File: config.mk
export PLATFORM = sky130hd
export DESIGN_NAME = smbus_xact_dispatch
export DESIGN_NICKNAME = d
export VERILOG_FILES = /design/src/rtl/smbd_pkg.sv /design/src/rtl/smbd_seq.sv /design/src/rtl/smbd_capture.sv /design/src/rtl/smbus_xact_dispatch.sv
export SDC_FILE = /design/constraint.sdc
export NUM_CORES = 1
export LEC_CHECK = 0
export CORE_MARGIN = 2
export CORE_UTILIZATION = 44
export DETAILED_ROUTE_END_ITERATION = 12
export GPL_TIMING_DRIVEN = 1
export PLACE_DENSITY = 0.79
export SLEW_MARGIN = 20
export SYNTH_ARGS = -nofsm -noshare
export SYNTH_HDL_FRONTEND = slang
export SYNTH_SLANG_ARGS = --single-unit
File: constraint.sdc
create_clock -name clk -period 2.5 [get_ports clk]
set_input_delay 0.25 -clock clk [delete_from_list [all_inputs] [get_ports clk]]
set_output_delay 0.25 -clock clk [all_outputs]
set_load 0.03 [all_outputs]
File: src/rtl/smbd_pkg.sv
package smbd_pkg;
  localparam int BYTE_W = 8;
  localparam int PROT_W = 3;
  localparam int IDX_W  = 3;

  localparam logic [PROT_W-1:0] P_QUICK  = 3'd0;
  localparam logic [PROT_W-1:0] P_BYTE   = 3'd1;
  localparam logic [PROT_W-1:0] P_BDATA  = 3'd2;
  localparam logic [PROT_W-1:0] P_WORD   = 3'd3;
  localparam logic [PROT_W-1:0] P_BLKDAT = 3'd5;
  localparam logic [PROT_W-1:0] P_I2CBLK = 3'd6;

  typedef enum logic [2:0] {
    OP_START = 3'd0, OP_SEND = 3'd1, OP_RECV_ACK = 3'd2,
    OP_RECV_NACK = 3'd3, OP_STOP = 3'd4
  } op_e;

  typedef enum logic [2:0] {
    SRC_NONE, SRC_ADDR_W, SRC_ADDR_R, SRC_ADDR_RW, SRC_CMD, SRC_D0, SRC_D1
  } src_e;

  typedef enum logic [1:0] { DST_NONE, DST_D0, DST_D1, DST_BLK } dst_e;

  typedef struct packed {
    op_e  code;
    src_e src;
    dst_e dst;
    logic last;
  } step_t;

  function automatic step_t mk(op_e c, src_e s, dst_e d, logic l);
    step_t r;
    r.code = c; r.src = s; r.dst = d; r.last = l;
    return r;
  endfunction

  // Bus-running protocols; the others end at acceptance.
  function automatic logic runs_bus(logic [PROT_W-1:0] p);
    return (p == P_QUICK) || (p == P_BYTE) || (p == P_BDATA) ||
           (p == P_WORD) || (p == P_I2CBLK);
  endfunction

  // Operation number idx of protocol p in direction rd.
  function automatic step_t seq_step(logic [PROT_W-1:0] p, logic rd,
                                     logic [IDX_W-1:0] idx);
    step_t stp;
    stp = mk(OP_STOP, SRC_NONE, DST_NONE, 1'b1);
    case (p)
      P_QUICK:
        if (idx == 3'd0) stp = mk(OP_START, SRC_ADDR_RW, DST_NONE, 1'b0);
      P_BYTE:
        if (rd) begin
          case (idx)
            3'd0: stp = mk(OP_START, SRC_ADDR_R, DST_NONE, 1'b0);
            3'd1: stp = mk(OP_RECV_NACK, SRC_NONE, DST_D0, 1'b0);
            default: ;
          endcase
        end else begin
          case (idx)
            3'd0: stp = mk(OP_START, SRC_ADDR_W, DST_NONE, 1'b0);
            3'd1: stp = mk(OP_SEND, SRC_CMD, DST_NONE, 1'b0);
            default: ;
          endcase
        end
      P_BDATA, P_WORD:
        if (rd) begin
          case (idx)
            3'd0: stp = mk(OP_START, SRC_ADDR_W, DST_NONE, 1'b0);
            3'd1: stp = mk(OP_SEND, SRC_CMD, DST_NONE, 1'b0);
            3'd2: stp = mk(OP_START, SRC_ADDR_R, DST_NONE, 1'b0);
            3'd3: stp = (p == P_WORD) ? mk(OP_RECV_ACK, SRC_NONE, DST_D0, 1'b0)
                                      : mk(OP_RECV_NACK, SRC_NONE, DST_D0, 1'b0);
            3'd4: if (p == P_WORD) stp = mk(OP_RECV_NACK, SRC_NONE, DST_D1, 1'b0);
            default: ;
          endcase
        end else begin
          case (idx)
            3'd0: stp = mk(OP_START, SRC_ADDR_W, DST_NONE, 1'b0);
            3'd1: stp = mk(OP_SEND, SRC_CMD, DST_NONE, 1'b0);
            3'd2: stp = mk(OP_SEND, SRC_D0, DST_NONE, 1'b0);
            3'd3: if (p == P_WORD) stp = mk(OP_SEND, SRC_D1, DST_NONE, 1'b0);
            default: ;
          endcase
        end
      P_I2CBLK:
        case (idx)
          3'd0: stp = mk(OP_START, SRC_ADDR_W, DST_NONE, 1'b0);
          3'd1: stp = mk(OP_SEND, SRC_D1, DST_NONE, 1'b0);
          3'd2: stp = mk(OP_START, SRC_ADDR_R, DST_NONE, 1'b0);
          default: stp = mk(OP_RECV_ACK, SRC_NONE, DST_BLK, 1'b1);
        endcase
      default: ;
    endcase
    return stp;
  endfunction
endpackage

File: src/rtl/smbd_seq.sv
module smbd_seq
  import smbd_pkg::*;
(
  input  logic              clk,
  input  logic              rst_n,
  input  logic              start,
  input  logic              err_sticky,
  input  logic [PROT_W-1:0] proto_in,
  input  logic              rd_in,
  input  logic              op_ack,
  input  logic              op_err,
  output logic              busy,
  output logic              ev_accept,
  output logic              ev_fire,
  output step_t             cur_step,
  output logic [PROT_W-1:0] proto_q,
  output logic              fin_ok,
  output logic              fin_err,
  output logic              fin_blk
);
  logic             rd_q;
  logic [IDX_W-1:0] idx_q;

  assign ev_accept = start && !busy;
  assign ev_fire   = busy && op_ack;
  assign cur_step  = seq_step(proto_q, rd_q, idx_q);

  always_ff @(posedge clk) begin
    if (!rst_n) begin
      busy <= 1'b0; idx_q <= '0; proto_q <= '0; rd_q <= 1'b0;
      fin_ok <= 1'b0; fin_err <= 1'b0; fin_blk <= 1'b0;
    end else begin
      fin_ok <= 1'b0; fin_err <= 1'b0; fin_blk <= 1'b0;
      if (ev_accept) begin
        proto_q <= proto_in;
        rd_q    <= rd_in;
        idx_q   <= '0;
        if (err_sticky)              fin_err <= 1'b1;
        else if (proto_in == P_BLKDAT) fin_blk <= 1'b1;
        else if (!runs_bus(proto_in))  fin_err <= 1'b1;
        else                           busy    <= 1'b1;
      end else if (ev_fire) begin
        if (op_err) begin
          busy <= 1'b0; fin_err <= 1'b1;
        end else if (cur_step.last) begin
          busy <= 1'b0; fin_ok <= 1'b1;
        end else begin
          idx_q <= idx_q + 1'b1;
        end
      end
    end
  end

  AST_FIN_EXCLUSIVE: assert property (@(posedge clk) disable iff (!rst_n)
    $onehot0({fin_ok, fin_err, fin_blk}));
  AST_ERR_ENDS_RUN: assert property (@(posedge clk) disable iff (!rst_n)
    (ev_fire && op_err) |=> (!busy && fin_err && !fin_ok));
  AST_START_WHILE_BUSY: assert property (@(posedge clk) disable iff (!rst_n)
    (busy && start && !op_ack) |=> (busy && $stable(proto_q) && $stable(idx_q)));
endmodule

File: src/rtl/smbd_capture.sv
module smbd_capture
  import smbd_pkg::*;
(
  input  logic              clk,
  input  logic              rst_n,
  input  logic              ev_accept,
  input  logic              ev_fire,
  input  logic              op_err,
  input  step_t             cur_step,
  input  logic [BYTE_W-1:0] addr_in,
  input  logic [BYTE_W-1:0] cmd_in,
  input  logic [BYTE_W-1:0] data0_in,
  input  logic [BYTE_W-1:0] data1_in,
  input  logic [BYTE_W-1:0] op_rdata,
  output logic [BYTE_W-1:0] op_byte,
  output logic [BYTE_W-1:0] rd_data0,
  output logic [BYTE_W-1:0] rd_data1,
  output logic [BYTE_W-1:0] blk_byte
);
  logic [BYTE_W-1:0] addr_q, cmd_q, d0_q, d1_q;
  logic              cap_fire;

  assign cap_fire = ev_fire && !op_err && (cur_step.dst != DST_NONE);

  always_comb begin
    case (cur_step.src)
      SRC_ADDR_W:  op_byte = {addr_q[BYTE_W-1:1], 1'b0};
      SRC_ADDR_R:  op_byte = {addr_q[BYTE_W-1:1], 1'b1};
      SRC_ADDR_RW: op_byte = addr_q;
      SRC_CMD:     op_byte = cmd_q;
      SRC_D0:      op_byte = d0_q;
      SRC_D1:      op_byte = d1_q;
      default:     op_byte = '0;
    endcase
  end

  always_ff @(posedge clk) begin
    if (!rst_n) begin
      addr_q <= '0; cmd_q <= '0; d0_q <= '0; d1_q <= '0;
      rd_data0 <= '0; rd_data1 <= '0; blk_byte <= '0;
    end else begin
      if (ev_accept) begin
        addr_q <= addr_in; cmd_q <= cmd_in; d0_q <= data0_in; d1_q <= data1_in;
      end
      if (cap_fire) begin
        case (cur_step.dst)
          DST_D0:  rd_data0 <= op_rdata;
          DST_D1:  rd_data1 <= op_rdata;
          default: blk_byte <= op_rdata;
        endcase
      end
    end
  end

  AST_CAPTURE_ON_RECV: assert property (@(posedge clk) disable iff (!rst_n)
    cap_fire |-> (cur_step.code == OP_RECV_ACK || cur_step.code == OP_RECV_NACK));
endmodule

File: src/rtl/smbus_xact_dispatch.sv
module smbus_xact_dispatch
  import smbd_pkg::*;
(
  input  logic              clk,
  input  logic              rst_n,
  input  logic              start,
  input  logic [PROT_W-1:0] ctl_proto,
  input  logic [BYTE_W-1:0] addr_in,
  input  logic [BYTE_W-1:0] cmd_in,
  input  logic [BYTE_W-1:0] data0_in,
  input  logic [BYTE_W-1:0] data1_in,
  input  logic              err_sticky,
  output logic              op_valid,
  output logic [2:0]        op_code,
  output logic [BYTE_W-1:0] op_byte,
  input  logic              op_ack,
  input  logic              op_err,
  input  logic [BYTE_W-1:0] op_rdata,
  output logic              busy,
  output logic              done,
  output logic              intr_set,
  output logic              dev_err_set,
  output logic              blk_go,
  output logic              blkrd_ready,
  output logic [BYTE_W-1:0] rd_data0,
  output logic [BYTE_W-1:0] rd_data1,
  output logic [BYTE_W-1:0] blk_byte
);
  step_t             cur_step;
  logic              ev_accept, ev_fire, fin_ok, fin_err, fin_blk;
  logic [PROT_W-1:0] proto_q;

  smbd_seq u_seq (
    .clk(clk), .rst_n(rst_n), .start(start), .err_sticky(err_sticky),
    .proto_in(ctl_proto), .rd_in(addr_in[0]), .op_ack(op_ack), .op_err(op_err),
    .busy(busy), .ev_accept(ev_accept), .ev_fire(ev_fire), .cur_step(cur_step),
    .proto_q(proto_q), .fin_ok(fin_ok), .fin_err(fin_err), .fin_blk(fin_blk)
  );

  smbd_capture u_cap (
    .clk(clk), .rst_n(rst_n), .ev_accept(ev_accept), .ev_fire(ev_fire),
    .op_err(op_err), .cur_step(cur_step), .addr_in(addr_in), .cmd_in(cmd_in),
    .data0_in(data0_in), .data1_in(data1_in), .op_rdata(op_rdata),
    .op_byte(op_byte), .rd_data0(rd_data0), .rd_data1(rd_data1),
    .blk_byte(blk_byte)
  );

  assign op_valid    = busy;
  assign op_code     = cur_step.code;
  assign intr_set    = fin_ok && (proto_q != P_I2CBLK);
  assign blkrd_ready = fin_ok && (proto_q == P_I2CBLK);
  assign dev_err_set = fin_err;
  assign blk_go      = fin_blk;
  assign done        = fin_ok || fin_err || fin_blk;

  AST_OP_HOLD: assert property (@(posedge clk) disable iff (!rst_n)
    (op_valid && !op_ack) |=> (op_valid && $stable(op_code) && $stable(op_byte)));
  AST_ONE_RESULT: assert property (@(posedge clk) disable iff (!rst_n)
    $onehot0({intr_set, dev_err_set, blk_go, blkrd_ready}));
  AST_HANDOFF_NO_BUS: assert property (@(posedge clk) disable iff (!rst_n)
    blk_go |-> !op_valid);
  AST_BLKRD_KEEPS_BYTE: assert property (@(posedge clk) disable iff (!rst_n)
    blkrd_ready |=> $stable(blk_byte));
endmodule

==> out/metrics.yaml, run 1 <==
cts:
  worstSkewPairLatency_ns: 0.35
  tritoncts: "built"
  cts_sinks: 66
  clk_pin_slew_worst_paths_ns: 0.08
  cts_buffer_depth: 2
  cts-root-buf: "clkbuf_8"
  cts_buffers: 9
  cts_max_level: 3
  hold_buffers: 0
power:
  total_power_mw: 2.85
  p_per_area_mw_per_mm2: 515
  static-leakage-power_nw: 2.08
  peakVddDrop_uv: 378
finish:
  area_growth_pct: 60.9
  nets: 609
  layout-drive-gt1-share: 0.285
  antennaDiodeCount: 0
  fillers: 532
  multi_input_area_mm2: 0.00223
  seq_area_mm2: 0.00133
timing:
  holdWs_ns: 0.456
  worst_slew_pin_slew_ns: 0.576
  fmax_ghz: 0.360
  setup_slack_ns: -0.277
  rsz0062_at_grt: "true"
  timing.final.crit_share: 1.11
  max-slew-margin-rel: 0.613
  hold_violations: 0
  period_needed_ns: 2.78
  final-setup-viol-count: 29
  slew_violations: 0
  skew_ns: 0.00676
logic_synthesis:
  synth_area_mm2: 0.00344
  async_reset_ff_frac: 0
  ys_types: 56
  syn-num-nets: 474
  synthDominantCellAreaShare: 0.384
  yosys.area.top_type: "dfxtp_1"
  ys_seq_area_frac: 0.384
  synth-main-ff-cell: "dfxtp_1"
  synth-edff-count: 0
  synthTopCellsByArea: "dfxtp_1, a21boi_0, nand2_1"
  synth_warnings: 0
  ys_ff_latch: 66
  syn_inst: 417
  syn_avg_cell_area_um2: 8.25
floorplan:
  placement_rows: 32
  die_x_um: 92.4
  ios: 91
  die-area_mm2: 0.00854
  die_h_um: 92.4
  core_area_mm2: 0.00765
  initial_core_util: 0.450
global_routing:
  antenna_found_initial: 0
  grt_first_pass_wirelength_mm: 16.2
  grt_pass1_vias: 3429
  grt_start_max_net_pins: 64
  grtUsageTotal: 0.238
  grt-ovfl-total: 0
outcome:
  failed_checks: "negative setup slack"
  status: "finished with violations"
worst_setup_path:
  crit_path_start_kind: "flip-flop"
  cp.required_ns: 2.25
  critical_path_class: "flip-flop to output port"
  worstSetupEndpointType: "output port"
  worst-path-max-fanout: 6
  arrival_ns: 2.53
drt:
  drt_first_iter_violations: 241
  avgViaCountPerCell: 5.49
  ant_nets: 0
  drt-total-wl_mm: 11.3
  drc_errors: 0
  dr.pass1.iters: 4
  dr_total_vias: 3620
  routedWlPerCell_um: 17.1
placed_design:
  portBuffers: 90
  gp_congestion: 0.888
  hpwlAfterDp_mm: 6.82
run:
  drv_cap: 0
min_path:
  hp-class: "flip-flop to flip-flop"
==> power by group <==
group | leakage [nW] | switching, mW | internal (mW) | total [mW]
Combinational | 1.40 | 0.238 | 0.255 | 0.493
Sequential | 0.540 | 0.0257 | 1.09 | 1.11
Clock | 0.137 | 0.449 | 0.795 | 1.24
Total | 2.08 | 0.713 | 2.14 | 2.85
==> stage by stage <==
| stage | cells | instance area [um2] | TNS (ns) | utilization | worst slack, ns |
|---|---|---|---|---|---|
| 2_1_floorplan | 417 | 3440 | 0 | - | 0.0278 |
| 3_3_place_gp | 626 | 4710 | -2.69 | 0.616 | -0.299 |
| 3_5_place_dp | 626 | 4710 | -5.26 | 0.616 | -0.348 |
| 4_1_cts | 648 | 5160 | -1.91 | 0.675 | -0.256 |
| 5_1_grt | 659 | 5530 | -5.43 | 0.723 | -0.350 |
| 6_report | 659 | 5530 | -2.61 | 0.723 | -0.277 |
==> cells in the mapped netlist (4+ instances only) <==
cell,instances
a211oi_1,8
a21boi_0,59
a21oi_1,7
a221o_1,8
and3_1,8
buf_2,8
buf_4,4
clkbuf_1,18
dfxtp_1,66
ha_1,8
inv_1,12
mux2_2,5
nand2_1,102
nand2b_1,7
nand3_1,25
nor2_1,7
nor2b_1,4
o21ai_0,4
==> cell families after synthesis <==
family | synth area share
AOI/OAI and AO/OA | 0.256
DFF | 0.384
muxes | 0.0280
and+or+nand+nor | 0.243
adders and majority gates | 0.0291
buffers and inverters | 0.0597
==> layer usage <==
layer / part of all wire / global-route usage
met5: 0 / 0
met4: 0.032 / 0.0858
met3: 0.045 / 0.0399
met2: 0.49 / 0.396
met1: 0.43 / 0.311
==> final cells by class <==
cell class / count / share of cell area
flip-flops and latches: 66 / 0.240
well taps: 102 / 0.0231
clock buffers: 10 / 0.0249
clock inverters: 6 / 0.0249
inverters: 13 / 0.0102
multi-input cells: 305 / 0.403
repair buffers: 157 / 0.274
==> worst max-delay path: stages (launching register included) <==
cell and delay [ns]:
dfxtp_4 0.40, inv_4 0.06, ha_4 0.16, buf_6 0.11
o21bai_4 0.17, nor2_4 0.05, nor3_4 0.22, buf_6 0.14
buf_8 0.11, mux2_4 0.29, a221o_1 0.33, buf_6 0.14
==> sequential cells by signal (all words and copies together), names as in the netlist <==
signal and flops:
u_cap.blk_byte 8, u_seq.proto_q 3, u_cap.d1_q 8, u_cap.addr_q 8, u_cap.rd_data1 8, u_seq.fin_err 1, u_seq.idx_q 3, u_seq.busy 1
u_seq.fin_ok 1, u_cap.rd_data0 8, u_cap.cmd_q 8, u_seq.fin_blk 1, u_cap.d0_q 8
==> placed cells by master, fill, tap and decap left out, types with 3 or more instances in the layout <==
master	netlist	routed
nand4_1	3	3
nand3_2	0	14
nor2_1	7	5
nand2b_1	7	5
a21boi_0	59	35
and2_1	3	3
mux2_4	2	3
o31ai_1	3	3
buf_6	1	26
nand3_1	25	10
inv_1	12	9
nand2b_4	0	3
mux2_2	5	4
a21boi_1	0	22
nand3b_1	3	3
nand2_4	0	3
a211oi_1	8	8
nor2b_1	4	3
o21ai_0	4	3
and3_1	8	4
a21oi_1	7	6
bufinv_16	0	4
buf_4	4	47
clkbuf_8	0	10
clkdlybuf4s50_1	0	79
nand2_1	102	99
a221o_1	8	8
ha_4	0	6
inv_4	0	3
and3_4	0	4
dfxtp_1	66	64
==> what timing repair did <==
item | CTS | global route
buffers inserted | 6 | 10
cloned | 0 | 2
setup endpoints to repair | 35 | 35
resized for setup | 78 | 95
pin swaps | 16 | 31
==> final timing paths <==
| path | from | end | slack [ns] | cells after the start |
|---|---|---|---|---|
| max | u_seq.idx_q[0] | op_byte[5] | -0.28 | 11 |
| min | u_cap.rd_data1[0] | u_cap.rd_data1[0] | 0.46 | 2 |
| max reg2reg | u_seq.idx_q[1] | u_cap.rd_data0[1] | -0.09 | 15 |
| min reg2reg | u_cap.rd_data1[0] | u_cap.rd_data1[0] | 0.46 | 2 |
Note: power is estimated with default switching activity, not from simulation.
==> run 2, diff against run 1 <==
SETUP_SLACK_MARGIN = 0.5   (was not set)
==> out/metrics.yaml, run 2 (synthesized netlist as in run 1, its figures left out) <==
floorplan:
  die_h_um: 92.4  # unchanged
  core_area_mm2: 0.00765  # unchanged
  placement_rows: 32  # unchanged
  initial_core_util: 0.450  # unchanged
  die_x_um: 92.4  # unchanged
  die-area_mm2: 0.00854  # unchanged
  ios: 91  # unchanged
cts:
  cts_max_level: 3  # unchanged
  cts_buffers: 9  # unchanged
  tritoncts: "built"
  cts_sinks: 66  # unchanged
  clk_pin_slew_worst_paths_ns: 0.07  # about the same
  cts-root-buf: "clkbuf_8"
  cts_buffer_depth: 2  # unchanged
  worstSkewPairLatency_ns: 0.35  # about the same
drt:
  drc_errors: 0  # unchanged
  drt_first_iter_violations: 280  # +16%
  ant_nets: 0  # unchanged
  dr.pass1.iters: 5  # +1
  drt-total-wl_mm: 12.8  # +14%
  routedWlPerCell_um: 19.3  # +13%
  dr_total_vias: 3797  # +4.9%
  avgViaCountPerCell: 5.72  # +4.1%
finish:
  final_common_cell: "nand2_1"
  finalNonFillerCells: 664  # +0.76%
  fillers: 470  # -12%
  final_cell_mix: "nand2_1, clkdlybuf4s50_1, dfxtp_1"
  antennaDiodeCount: 0  # unchanged
  utilization: 0.760  # +0.0365
  area_growth_pct: 69.0
  layout-drive-gt1-share: 0.375  # +0.0900
  nets: 616  # +1.1%
global_routing:
  grtUsageTotal: 0.264  # +0.0259
  grt_pass1_vias: 3733  # +8.9%
  antenna_found_initial: 0  # unchanged
  grt_first_pass_wirelength_mm: 18.0  # +11%
  grt-ovfl-total: 0  # unchanged
  grt_start_max_net_pins: 39  # -39%
timing:
  final-setup-viol-count: 15  # -48%
  setup_slack_ns: -0.345  # -0.0673 ns
  skew_ns: 0.0144  # +0.00765 ns
  hold_violations: 0  # unchanged
  timing.final.crit_share: 1.14  # +0.0269
  fmax_ghz: 0.352  # -2.4%
  worst_slew_pin_slew_ns: 0.421  # -0.155 ns
  max-slew-margin-rel: 0.719  # +0.107
  setup_tns_ns: -2.64  # -0.0265 ns
  period_needed_ns: 2.84  # +0.0673 ns
  rsz0062_at_grt: "true"
  slew_violations: 0  # unchanged
worst_setup_path:
  worstSetupEndpointType: "output port"
  crit_end: "op_byte[6]"
  rrSetupSlack_ns: -0.02  # +0.07 ns
  worst-path-max-fanout: 3  # -3
  cp.required_ns: 2.25  # about the same
  worstReg2RegEnd: "u_cap.rd_data0[1]"
  timing.rr.start: "u_seq.idx_q[1]"
  critical_path_class: "flip-flop to output port"
  arrival_ns: 2.59  # +0.06 ns
  crit_path_start_kind: "flip-flop"
  setup.worst_path.start: "u_seq.idx_q[1]"
  r2r_cells: 17  # +2
outcome:
  status: "finished with violations"
  failed_checks: "negative setup slack"
power:
  p_per_area_mw_per_mm2: 435  # -16%
  peakVddDrop_uv: 301  # -20%
  static-leakage-power_nw: 2.11  # +1.5%
  total_power_mw: 2.53  # -11%
run:
  drv_cap: 0  # unchanged
min_path:
  hp-class: "flip-flop to flip-flop"
placed_design:
  portBuffers: 90  # unchanged
  placedCellCount: 620  # -0.96%
  hpwlAfterDp_mm: 6.88  # +0.89%
  gp_congestion: 0.872  # -1.8%
-- run 2: cell count changes in the layout (fill, tap and decap cells not counted), sizes merged --
cell | before | now
clkdlybuf4s15 | 0 | 1
buf | 76 | 84
bufinv | 4 | 1
clkdlybuf4s50 | 79 | 77
inv | 13 | 14
clkinv | 2 | 1
bufbuf | 0 | 1
-- run 2: worst min path at each step --
stage	cells after the start	slack, ns	to	start
floorplan	1	0.33	u_seq.fin_blk	err_sticky
global placement	2	0.45	u_cap.d0_q[4]	u_cap.d0_q[4]
detailed placement	2	0.45	u_cap.d0_q[6]	u_cap.d0_q[6]
CTS	2	0.46	u_cap.rd_data0[3]	u_cap.rd_data0[3]
global route	2	0.48	u_cap.cmd_q[6]	u_cap.cmd_q[6]
finish	2	0.45	u_cap.rd_data1[3]	u_cap.rd_data1[3]
-- run 2: critical path, stage by stage (launching register included) --
cell and delay, ns:
dfxtp_4 0.40, inv_4 0.06, buf_6 0.12, ha_4 0.17, o21bai_4 0.20, nor2_4 0.07
nor3_4 0.20, buf_6 0.17, buf_16 0.11, mux2_4 0.28, a221o_2 0.34, buf_6 0.14
-- run 2: layer usage --
layer	share of wire	GRT usage	vias to the layer above
met5	0	0	-
met4	0.030	0.118	0
met3	0.057	0.0391	42
met2	0.50	0.435	188
met1	0.41	0.342	1830
li1	-	-	1737
-- run 2: area by class of cell --
class,instances,area (um2),share of cell area
multi-input cells,305,2480,0.426
repair buffers,164,1650,0.284
clock buffers,11,131,0.0226
flip-flops and latches,66,1330,0.229
clock inverters,3,41.3,0.00710
inverters,13,53.8,0.00926
well taps,102,128,0.0220
-- run 2: through the flow --
stage,hold slack (ns),instance area (um2),worst slack [ns]
floorplan,0.325,3610,0.242
global placement,0.447,4800,-0.239
detailed placement,0.453,4800,-0.268
CTS,0.458,5420,-0.274
global route,0.477,5810,-0.391
finish,0.453,5810,-0.345
-- run 2: what timing repair did --
item / 4_1_cts / 5_1_grt
endpoints found under the setup margin: 42 / 41
pin swaps: 25 / 49
buffers inserted: 21 / 6
gates resized for setup: 136 / 84
gates cloned: 3 / 0
hold buffers: 0 / 0
-- run 2: power breakdown --
part           internal, mW  switching [mW]
clock                 0.450           0.405
combinational         0.290           0.267
sequential             1.09          0.0269
total                  1.83           0.699
==> run 3, diff against run 2 <==
clock period = 2.4 ns   (was 2.5 ns; I/O delays follow)
==> out/metrics.yaml, run 3 (synthesized netlist as in run 1, its figures left out) <==
outcome:
  status: "finished with violations"
  failed_checks: "negative setup slack"
placed_design:
  hpwlAfterDp_mm: 7.23  # +5.1%
  portBuffers: 90  # unchanged
  place_ws_ns: -0.334  # -0.0658 ns
  gp_congestion: 0.880  # +0.92%
drt:
  dr.pass1.iters: 4  # -1
  drt_first_iter_violations: 180  # -36%
  drt-total-wl_mm: 11.0  # -14%
  routedWlPerCell_um: 16.8  # -13%
  dr_total_vias: 3640  # -4.1%
  avgViaCountPerCell: 5.57  # -2.7%
  ant_nets: 0  # unchanged
  drc_errors: 0  # unchanged
timing:
  final-setup-viol-count: 28  # +13
  holdWs_ns: 0.445  # -0.00776 ns
  period_needed_ns: 2.66
  slew_violations: 0  # unchanged
  max-slew-margin-rel: 0.715  # -0.00404
  fmax_ghz: 0.376
  hold_violations: 0  # unchanged
  timing.final.crit_share: 1.11
  rsz0062_at_grt: "true"
  worst_slew_pin_slew_ns: 0.427  # +0.00606 ns
  setup_slack_ns: -0.263  # +0.0820 ns
  skew_ns: 0.0151  # +0.000670 ns
finish:
  antennaDiodeCount: 0  # unchanged
  area_growth_pct: 56.3
  nets: 605  # -1.8%
  final_cell_mix: "nand2_1, clkdlybuf4s50_1, dfxtp_1"
  layout-drive-gt1-share: 0.292  # -0.0838
  final_common_cell: "nand2_1"
global_routing:
  grtUsageTotal: 0.258  # -0.00544
  grt-ovfl-total: 0  # unchanged
  grt_first_pass_wirelength_mm: 17.4  # -3.4%
  grt_pass1_vias: 3606  # -3.4%
  antenna_found_initial: 0  # unchanged
  grt_start_max_net_pins: 39  # unchanged
min_path:
  hold_start: "addr_in[7]"
  min_path_cells: 3  # +1
  min_to: "u_cap.addr_q[7]"
  hp-class: "input pin to flip-flop"
run:
  drv_cap: 0  # unchanged
worst_setup_path:
  timing.rr.start: "u_seq.idx_q[1]"
  crit_path_start_kind: "flip-flop"
  worstReg2RegEnd: "u_cap.rd_data1[3]"
  cp_top_family: "compound AO/OA/AOI/OAI gates"
  worst-path-max-fanout: 20  # +17
  critPathSlowestCell: "dfxtp_4"
  crit_chain: "ha_4 -> ha_4 -> a21oi_4 -> a211oi_2 -> nor3_4 -> buf_12 -> mux2_2 -> a221o_2 -> buf_6"
  arrival_ns: 2.42  # -0.17 ns
  worstSetupEndpointType: "output port"
  worst-path-buf-inv: 2  # -3
  critical_path_class: "flip-flop to output port"
  rrSetupSlack_ns: -0.05  # -0.03 ns
  cpMostUsedCell: "ha_4"
  cp_slowest_stage_delay_ns: 0.38  # -0.02 ns
  r2r_cells: 15  # -2
  cp.required_ns: 2.16  # -0.09 ns
cts:
  cts-root-buf: "clkbuf_8"
  cts_max_level: 3  # unchanged
  tritoncts: "built"
  cts_sinks: 66  # unchanged
  worstSkewPairLatency_ns: 0.35  # about the same
  cts_buffers: 9  # unchanged
  clk_pin_slew_worst_paths_ns: 0.07  # about the same
  cts_buffer_depth: 2  # unchanged
power:
  static-leakage-power_nw: 2.01  # -4.6%
  p_per_area_mw_per_mm2: 455  # +4.6%
  peakVddDrop_uv: 381  # +26%
floorplan:
  die_x_um: 92.4  # unchanged
  initial_core_util: 0.450  # unchanged
  die_h_um: 92.4  # unchanged
  placement_rows: 32  # unchanged
  core_area_mm2: 0.00765  # unchanged
  ios: 91  # unchanged
  die-area_mm2: 0.00854  # unchanged
==> run 3: cell count changes in the layout (fill, tap and decap cells not counted), moves of 4 or more <==
cell,before,now
buf_6,27,18
and3_4,6,0
a21boi_2,8,2
nand3_2,15,5
buf_8,4,0
a21boi_1,16,22
nand3_1,8,20
nand2_4,6,0
and3_1,2,8
==> run 3: final cells by class <==
class,count,area [um2]
flip-flops and latches,66,1330
clock inverters,3,16.3
fillers,582,2270
inverters,13,51.3
clock buffers,12,135
well taps,102,128
multi-input cells,305,2200
repair buffers,153,1520
==> run 3: how the worst max path moves through the flow <==
stage | startpoint | endpoint | slack (ns) | depth (start not counted)
5_1_grt | u_seq.idx_q[1] | op_byte[2] | -0.34 | 9
4_1_cts | u_seq.idx_q[1] | op_byte[7] | -0.28 | 9
3_5_place_dp | u_seq.idx_q[0] | op_byte[2] | -0.33 | 9
2_1_floorplan | u_seq.idx_q[0] | op_byte[0] | 0.15 | 9
3_3_place_gp | u_seq.idx_q[0] | op_byte[7] | -0.32 | 9
6_report | u_seq.idx_q[1] | op_byte[1] | -0.26 | 9
==> run 3: where the power goes <==
part           switching, mW  internal, mW  leakage, nW  total, mW
sequential            0.0264          1.13        0.541       1.16
combinational          0.240         0.247         1.39      0.487
clock                  0.432         0.368       0.0805      0.800
total                  0.699          1.75         2.01       2.45
==> run 3: per-layer routing <==
layer	routed length, um	global-route usage	up-vias
li1	-	-	1715
met3	674	0.0692	34
met5	0	0	-
met2	5410	0.432	121
met1	4580	0.311	1770
met4	297	0.112	0
==> run 3: through the flow <==
stage,TNS [ns],util,cell area (um2),total power [mW],std cells
CTS,-4.06,0.694,5310,2.43,653
detailed placement,-3.87,0.631,4830,1.65,623
global route,-5.69,0.703,5380,2.53,654
finish,-2.65,0.703,5380,2.45,654
floorplan,0,-,3610,1.43,417
global placement,-2.25,0.631,4830,1.64,623
==> run 3: tightest hold or removal path: stages <==
cell and delay [ns]:
clkdlybuf4s50_1 0.40, nand2_1 0.05, a21boi_0 0.06
==> run 3: repair_timing <==
action | 4_1_cts | 5_1_grt
resized for setup | 114 | 20
endpoints found under the setup margin | 42 | 43
pin swaps | 24 | 9
buffers inserted | 11 | 1
hold buffers | 0 | 0
hold endpoints to repair | 0 | 0
cloned | 4 | 0
